File: src/rtl/vpc_pkg.sv
package vpc_pkg;
  localparam int UNIT_W = 3;
  localparam int OP_W   = 2;
  localparam int NRULE  = 6;

  localparam logic [OP_W-1:0] OP_ALU   = 2'd0;
  localparam logic [OP_W-1:0] OP_MUL   = 2'd1;
  localparam logic [OP_W-1:0] OP_LOAD  = 2'd2;
  localparam logic [OP_W-1:0] OP_STORE = 2'd3;

  localparam logic [1:0] KIND_DATA = 2'd3;

  localparam int MB_UNIT  = 0;
  localparam int MB_XPATH = 1;
  localparam int MB_ADDR  = 2;
  localparam int MB_LDST  = 3;
  localparam int MB_READ  = 4;
  localparam int MB_WRITE = 5;

  function automatic logic unit_half(input logic [UNIT_W-1:0] u);
    return u[UNIT_W-1];
  endfunction

  function automatic logic [1:0] unit_kind(input logic [UNIT_W-1:0] u);
    return u[1:0];
  endfunction

  function automatic logic is_mem(input logic [OP_W-1:0] op);
    return (op == OP_LOAD) || (op == OP_STORE);
  endfunction

  function automatic logic writes_reg(input logic [OP_W-1:0] op);
    return op != OP_STORE;
  endfunction

  function automatic logic [2:0] write_latency(input logic [OP_W-1:0] op);
    case (op)
      OP_ALU:  return 3'd1;
      OP_MUL:  return 3'd2;
      OP_LOAD: return 3'd5;
      default: return 3'd0;
    endcase
  endfunction
endpackage

File: src/rtl/vpc_pair_rules.sv
module vpc_pair_rules
  import vpc_pkg::*;
#(
  parameter int NSLOT = 8,
  parameter int REG_W = 5
) (
  input  logic [NSLOT-1:0]             valid,
  input  logic [NSLOT-1:0][UNIT_W-1:0] unit,
  input  logic [NSLOT-1:0][OP_W-1:0]   op,
  input  logic [NSLOT-1:0][REG_W-1:0]  dst,
  output logic                         unit_clash,
  output logic                         write_clash
);
  always_comb begin
    unit_clash  = 1'b0;
    write_clash = 1'b0;
    for (int i = 0; i < NSLOT; i++) begin
      for (int j = i + 1; j < NSLOT; j++) begin
        if (valid[i] && valid[j]) begin
          if (unit[i] == unit[j]) unit_clash = 1'b1;
          if (writes_reg(op[i]) && writes_reg(op[j]) &&
              (write_latency(op[i]) == write_latency(op[j])) &&
              (dst[i] == dst[j]))
            write_clash = 1'b1;
        end
      end
    end
  end
endmodule

File: src/rtl/vpc_side_rules.sv
module vpc_side_rules
  import vpc_pkg::*;
#(
  parameter int NSLOT = 8,
  parameter int REG_W = 5
) (
  input  logic [NSLOT-1:0]             valid,
  input  logic [NSLOT-1:0][UNIT_W-1:0] unit,
  input  logic [NSLOT-1:0][OP_W-1:0]   op,
  input  logic [NSLOT-1:0]             xpath,
  input  logic [NSLOT-1:0]             addr_side,
  input  logic [NSLOT-1:0][REG_W-1:0]  dst,
  input  logic [NSLOT-1:0][REG_W-1:0]  src0,
  output logic                         xpath_over,
  output logic                         addr_bad,
  output logic                         ldst_clash
);
  localparam int CW = $clog2(NSLOT + 1);

  logic [1:0][CW-1:0] xp_cnt;
  logic [1:0]         load_file;
  logic [1:0]         store_file;

  always_comb begin
    xp_cnt     = '0;
    addr_bad   = 1'b0;
    load_file  = '0;
    store_file = '0;
    for (int i = 0; i < NSLOT; i++) begin
      if (valid[i]) begin
        if (xpath[i] && (unit_kind(unit[i]) != KIND_DATA))
          xp_cnt[unit_half(unit[i])] = xp_cnt[unit_half(unit[i])] + 1'b1;
        if (is_mem(op[i]) && (unit_kind(unit[i]) == KIND_DATA) &&
            (addr_side[i] != unit_half(unit[i])))
          addr_bad = 1'b1;
        if (op[i] == OP_LOAD)  load_file[dst[i][REG_W-1]]   = 1'b1;
        if (op[i] == OP_STORE) store_file[src0[i][REG_W-1]] = 1'b1;
      end
    end
  end

  assign xpath_over = (xp_cnt[0] > CW'(1)) || (xp_cnt[1] > CW'(1));
  assign ldst_clash = |(load_file & store_file);
endmodule

File: src/rtl/vpc_read_count.sv
module vpc_read_count #(
  parameter int NSLOT    = 8,
  parameter int REG_W    = 5,
  parameter int READ_CAP = 4
) (
  input  logic [NSLOT-1:0]            valid,
  input  logic [NSLOT-1:0][1:0]       src_en,
  input  logic [NSLOT-1:0][REG_W-1:0] src0,
  input  logic [NSLOT-1:0][REG_W-1:0] src1,
  output logic                        read_over
);
  localparam int NSRC = 2 * NSLOT;
  localparam int CW   = $clog2(NSRC + 1);

  logic [NSRC-1:0]            rd_used;
  logic [NSRC-1:0][REG_W-1:0] rd_reg;
  logic [NSRC-1:0]            rd_over;

  for (genvar s = 0; s < NSLOT; s++) begin : g_flat
    assign rd_used[2*s]   = valid[s] & src_en[s][0];
    assign rd_used[2*s+1] = valid[s] & src_en[s][1];
    assign rd_reg[2*s]    = src0[s];
    assign rd_reg[2*s+1]  = src1[s];
  end

  for (genvar k = 0; k < NSRC; k++) begin : g_cnt
    logic [CW-1:0] hits;
    always_comb begin
      hits = '0;
      for (int j = 0; j < NSRC; j++)
        if (rd_used[j] && (rd_reg[j] == rd_reg[k])) hits = hits + 1'b1;
    end
    assign rd_over[k] = rd_used[k] && (hits > CW'(READ_CAP));
  end

  assign read_over = |rd_over;
endmodule

File: src/rtl/vpc_packet_check.sv
module vpc_packet_check
  import vpc_pkg::*;
#(
  parameter int NSLOT    = 8,
  parameter int RIDX_W   = 4,
  parameter int READ_CAP = 4,
  localparam int REG_W   = RIDX_W + 1
) (
  input  logic                         clk,
  input  logic                         rst_n,
  input  logic [NSLOT-1:0]             in_valid,
  input  logic [NSLOT-1:0][UNIT_W-1:0] in_unit,
  input  logic [NSLOT-1:0][OP_W-1:0]   in_op,
  input  logic [NSLOT-1:0]             in_xpath,
  input  logic [NSLOT-1:0]             in_addr_side,
  input  logic [NSLOT-1:0][REG_W-1:0]  in_dst,
  input  logic [NSLOT-1:0][REG_W-1:0]  in_src0,
  input  logic [NSLOT-1:0][REG_W-1:0]  in_src1,
  input  logic [NSLOT-1:0][1:0]        in_src_en,
  output logic                         pkt_legal,
  output logic [NRULE-1:0]             viol_mask
);
  logic unit_clash, write_clash, xpath_over, addr_bad, ldst_clash, read_over;
  logic [NRULE-1:0] viol_next;

  vpc_pair_rules #(.NSLOT(NSLOT), .REG_W(REG_W)) u_pair (
    .valid(in_valid), .unit(in_unit), .op(in_op), .dst(in_dst),
    .unit_clash(unit_clash), .write_clash(write_clash)
  );

  vpc_side_rules #(.NSLOT(NSLOT), .REG_W(REG_W)) u_side (
    .valid(in_valid), .unit(in_unit), .op(in_op), .xpath(in_xpath),
    .addr_side(in_addr_side), .dst(in_dst), .src0(in_src0),
    .xpath_over(xpath_over), .addr_bad(addr_bad), .ldst_clash(ldst_clash)
  );

  vpc_read_count #(.NSLOT(NSLOT), .REG_W(REG_W), .READ_CAP(READ_CAP)) u_read (
    .valid(in_valid), .src_en(in_src_en), .src0(in_src0), .src1(in_src1),
    .read_over(read_over)
  );

  always_comb begin
    viol_next           = '0;
    viol_next[MB_UNIT]  = unit_clash;
    viol_next[MB_XPATH] = xpath_over;
    viol_next[MB_ADDR]  = addr_bad;
    viol_next[MB_LDST]  = ldst_clash;
    viol_next[MB_READ]  = read_over;
    viol_next[MB_WRITE] = write_clash;
  end

  always_ff @(posedge clk or negedge rst_n) begin
    if (!rst_n) begin
      viol_mask <= '0;
      pkt_legal <= 1'b1;
    end else begin
      viol_mask <= viol_next;
      pkt_legal <= ~|viol_next;
    end
  end
endmodule

File: config.mk
export PLATFORM = sky130hd
export DESIGN_NAME = vpc_packet_check
export DESIGN_NICKNAME = d
export VERILOG_FILES = /design/src/rtl/vpc_pkg.sv /design/src/rtl/vpc_pair_rules.sv /design/src/rtl/vpc_side_rules.sv /design/src/rtl/vpc_read_count.sv /design/src/rtl/vpc_packet_check.sv
export SDC_FILE = /design/constraint.sdc
export NUM_CORES = 1
export LEC_CHECK = 0
export BUFFER_PORTS_ARGS = -buffer_cell sky130_fd_sc_hd__buf_2
export CAP_MARGIN = 10
export CELL_PAD_IN_SITES_DETAIL_PLACEMENT = 0
export CELL_PAD_IN_SITES_GLOBAL_PLACEMENT = 1
export CORE_ASPECT_RATIO = 1.25
export CORE_MARGIN = 2
export CORE_UTILIZATION = 52
export CTS_CLUSTER_DIAMETER = 50
export DETAILED_ROUTE_END_ITERATION = 7
export HOLD_SLACK_MARGIN = 0.03
export PLACE_DENSITY = 0.89
export SLEW_MARGIN = 10
export SYNTH_ARGS = -nofsm -noshare
export SYNTH_HDL_FRONTEND = slang
export SYNTH_SLANG_ARGS = --single-unit
File: constraint.sdc
create_clock -name clk -period 1 [get_ports clk]
set_clock_uncertainty 0.15 [all_clocks]
set_input_delay 0.15 -clock clk [delete_from_list [all_inputs] [get_ports clk]]
set_output_delay 0.15 -clock clk [all_outputs]
set_load 0.02 [all_outputs]
==> results of run 1 <==
-- what timing repair did --
item                                    in CTS
hold buffers                                 1
gates cloned                                 0
buffers inserted                           100
pin swaps                                   69
endpoints found under the setup margin      14
endpoints found under the hold margin        7
gates resized for setup                    182
-- kinds of logic after synthesis --
logic type	share of synthesized area (%)
compound gates	14.52
fa+ha+maj	7.682
buf+inv	6.742
xor+xnor	38.53
flops	0.4389
mux	3.168
simple gates	28.92
-- cells in the mapped netlist, drive strengths merged (24+ instances only) --
cell type  count
xnor2        750
xor2         743
nand2        575
nor2         337
nand3        313
nor3         283
ha           246
inv          208
buf          202
a21oi        186
clkbuf       181
o21ai        164
nand4        139
nor4         130
and3         117
xnor3         67
mux2i         65
a31oi         60
or3           59
mux2          55
o31ai         50
and2          49
a211oi        38
o211ai        38
or4           33
a41oi         32
nand2b        29
o22ai         28
and4          25
or2           24
-- routing by layer --
metal / GRT overflow / GRT usage [%]
met3: 21 / 49.40
met1: 10 / 66.61
met4: 139 / 64.43
met2: 180 / 85.48
met5: 0 / 28.81
-- stage by stage --
stage	TNS [ps]	util (%)	setup WS, ps
floorplan	-24160	-	-8888
CTS	-26650	78.76	-9241
detailed placement	-29480	76.56	-9871
global placement	-28850	76.56	-9561
==> results.cfg, run 1 <==
[yosys]
syn_area_um2 = 40200
synth_top_cell_area_share_pct = 15.80
synth_area_leaders = xor2_1 16%, xnor2_1 15%, ha_1 7.7%
synthFlopType = dfrtp_1
syn_nets = 6048
netlist_instances = 5600
synth_cell_types = 129
async_flop_share_pct = 100.0
synth-seq-cells = 7
synth_edf_count = 0
yosys.area.top_type = xor2_1
ys_warn_count = 0
syn_area_per_cell_um2 = 7.179
synth-seq-area-share_pct = 0.4389

[outcome]
failing_step = global routing
tool.error = [ERROR GRT-0232] Routing congestion too high. Check the congestion heatmap in the GUI.
status = stopped before the end

[floorplan]
ios = 209
rows = 114
die_x_um = 252.7
initial_core_util_pct = 52.29
fp.dieH_um = 314.9

[place]
hpwl_mm = 157.1
dpl-instance-area_um2 = 58860
place_congestion = 1.170
numPortBuffers = 208
place_inst = 8673

[grt]
track_usage_pct = 66.88
gr-total-overflow = 350
grt_start_max_net_pins = 20

[sta]
worst_endpoint_kind = register input
worst_endpoint = viol_mask[4]$_DFF_PN0_/D

[clocking]
cts_buffer_depth = 2
clock-sinks = 7
cts-root-buf = clkbuf_16
cts_made_buffers = 3
htreeDepth = 1
==> run 2, diff against run 1 <==
--- a/config.mk
+++ b/config.mk
@@ -7,15 +7,10 @@
 export LEC_CHECK = 0
 export BUFFER_PORTS_ARGS = -buffer_cell sky130_fd_sc_hd__buf_2
 export CAP_MARGIN = 10
-export CELL_PAD_IN_SITES_DETAIL_PLACEMENT = 0
-export CELL_PAD_IN_SITES_GLOBAL_PLACEMENT = 1
-export CORE_ASPECT_RATIO = 1.25
 export CORE_MARGIN = 2
-export CORE_UTILIZATION = 52
-export CTS_CLUSTER_DIAMETER = 50
+export CORE_UTILIZATION = 40
 export DETAILED_ROUTE_END_ITERATION = 7
-export HOLD_SLACK_MARGIN = 0.03
-export PLACE_DENSITY = 0.89
+export PLACE_DENSITY_LB_ADDON = 0.15
 export SLEW_MARGIN = 10
 export SYNTH_ARGS = -nofsm -noshare
 export SYNTH_HDL_FRONTEND = slang
==> run 2 against run 1 <==
Against the previous run:
- the flow now finishes, with violations (setup timing)
- area after synthesis unchanged
- synthesized cell count unchanged
==> results.cfg, run 2 <==
[power]
p_int_mw = 11.76
combinationalPowerShare_pct = 95.2
power.leakage_nw = 29.63
total_power_mw = 24.11
irDropWorstVdd_mv = 0.3943
p_seq_share_pct = 1.5
pwr-share-clk_pct = 3.2
p_sw_share_pct = 51.20
switching_power_mw = 12.34
power_density_nw_per_um2 = 374.9

[grt]
use_met2_pct = 60.32
track_usage_pct = 37.84
antenna_found_initial = 15
grt_pass1_wl_mm = 299.8
gr-total-overflow = 0
grt_start_max_net_pins = 19
busiest_layer = met2
grt_pass1_vias = 49700
met1_usage_pct = 48.68
met3_usage_pct = 5.799

[place]
numPortBuffers = 208
pre_cts_slack_ps = -10130
hpwl_mm = 167.4
place_congestion = 1.045
place_inst = 9044

[flow_run]
drv_cap = 0

[layout]
multi_input_area_um2 = 40560
largest_reg_flops = 6
reg.largest.list = viol_mask (6), pkt_legal (1)
ff_latch_area_um2 = 176.4
fin_nets = 8428
mostFrequentLayoutCell = buf_4
layout-drive-gt1-share_pct = 43.64
regMostFlops = viol_mask
final_cell_mix = 2,478 x buf_4, 710 x xor2_1, 673 x xnor2_1
fill_cells = 9038
area_growth_pct = 59.97
final_cells = 9285

[routing]
viasPerCell = 5.558
postRouteWirelength_mm = 203.8
num_vias = 51610
drc = 0
drt_iter0_drc = 4210
wl_per_cell_um = 21.95
drtPass1Iterations = 8
drtAntennaViolNets = 0

[clocking]
clock-sinks = 7
cts_made_buffers = 3
cts-root-buf = clkbuf_16
cts_buffer_depth = 2
htreeDepth = 1
cts_tree = yes
cts.clk_slew.worst_paths_ps = 40

[floorplan]
initial_core_util_pct = 40.26
die_x_um = 321.0
rows = 116
die-area_um2 = 103100
ios = 209
core_area_um2 = 99860
fp.dieH_um = 321.0

[sta]
slew_headroom_pct = 47.22
setup_viol = 14
tightest_slew_ps = 786.1
holdWs_ps = 171.5
fin_crit_ps = 10280
worst_slack_ps = -9281
hold_viol_final = 0
maxSlewViolCount = 0
grt_setup_unrepaired = yes
fmax_mhz = 97.27
fin_crit_sh_pct = 1028

[yosys]
synth-seq-cells = 7
synth_cell_types = 129
yosysMostFrequentCell = xor2_1
synth_area_leaders = xor2_1 16%, xnor2_1 15%, ha_1 7.7%
synthFlopType = dfrtp_1
ys_warn_count = 0
synth_top_cell_area_share_pct = 15.80
async_flop_share_pct = 100.0
yosys.area.top_type = xor2_1
synth-seq-area-share_pct = 0.4389
syn_area_per_cell_um2 = 7.179
netlist_instances = 5600
synth_edf_count = 0
syn_area_um2 = 40200
syn_nets = 6048
synth_common_cells = 725 x xor2_1, 696 x xnor2_1, 570 x nand2_1, 335 x nor2_1, 306 x nand3_1

[outcome]
status = finished, violations left
violations = setup timing

[setup_path]
required_ps = 970
cp-start-kind = input pin
crit_family = buffers and inverters
crit_top_cell = buf_4
worst_setup_path_end_kind = register
path_buf_inv = 47
max_stage_delay_ps = 350
cp_max_fo = 4
cp_slowest_cell = xnor3_2
critical_path_arrival_ps = 10250
crit_type = in -> reg

[min_path]
min_path_type = in -> async
[run 2: cell counts after synthesis]
Identical to the previous run, type by type.
[run 2: what timing repair did]
action,4_1_cts,5_1_grt
hold buffers,1,0
cloned,0,0
resized for setup,248,293
pin swaps,138,218
endpoints found under the hold margin,7,0
buffers inserted,181,54
endpoints found under the setup margin,14,14
[run 2: power by group through the flow]
stage	logic [mW]	registers (mW)	clock network [mW]
final	23.0	0.368	0.779
after detailed placement	20.6	0.364	0
after global routing	24.4	0.370	0.780
after global placement	20.3	0.365	0
after floorplan	11.2	0.408	0
after CTS	21.5	0.372	0.782
[run 2: final timing paths]
path	slack, ps	cells past startpoint	to	from
min in group clk	280	5	viol_mask[2]$_DFF_PN0_	in_addr_side[7]
max in group asynchronous	250	2	pkt_legal$_DFF_PN1_	rst_n
max	-9280	67	viol_mask[4]$_DFF_PN0_	in_src1[0]
min	170	2	viol_mask[2]$_DFF_PN0_	rst_n
[run 2: cells by family (layout without fill, tap and decap cells)]
| group | count (synthesis) | after routing | share of synthesized area (%) |
|---|---|---|---|
| fa+ha+maj | 247 | 247 | 7.682 |
| buf+inv | 592 | 2971 | 6.742 |
| xor+xnor | 1569 | 1569 | 38.53 |
| mux | 120 | 120 | 3.168 |
| simple gates | 2222 | 2222 | 28.92 |
| flops | 7 | 7 | 0.4389 |
| compound gates | 843 | 843 | 14.52 |
| other cells | 0 | 8 | 0 |
[run 2: area by class of cell]
class / instances / area share [%]
Timing Repair Buffer: 2758 / 32.75
Tap cell: 1298 / 2.525
Clock buffer: 3 / 0.1167
Inverter: 209 / 1.226
Antenna cell: 8 / 0.03113
Multi-Input combinational cell: 5001 / 63.07
Sequential cell: 7 / 0.2743
Clock inverter: 1 / 0.007783
[run 2: routing by layer]
layer	share of wire, %	wire [um]
met1	41	83860
met5	0.014	28
met3	8.5	17420
met2	44	89000
met4	6.6	13510
[run 2: stage by stage]
stage	area, um^2	setup TNS, ps	util (%)
floorplan	42110	-24160	-
global placement	59760	-29890	59.85
detailed placement	59760	-30480	59.85
CTS	62370	-26090	62.46
global route	64300	-27240	64.40
finish	64310	-26230	64.40
(Power assumes the default switching activity.)
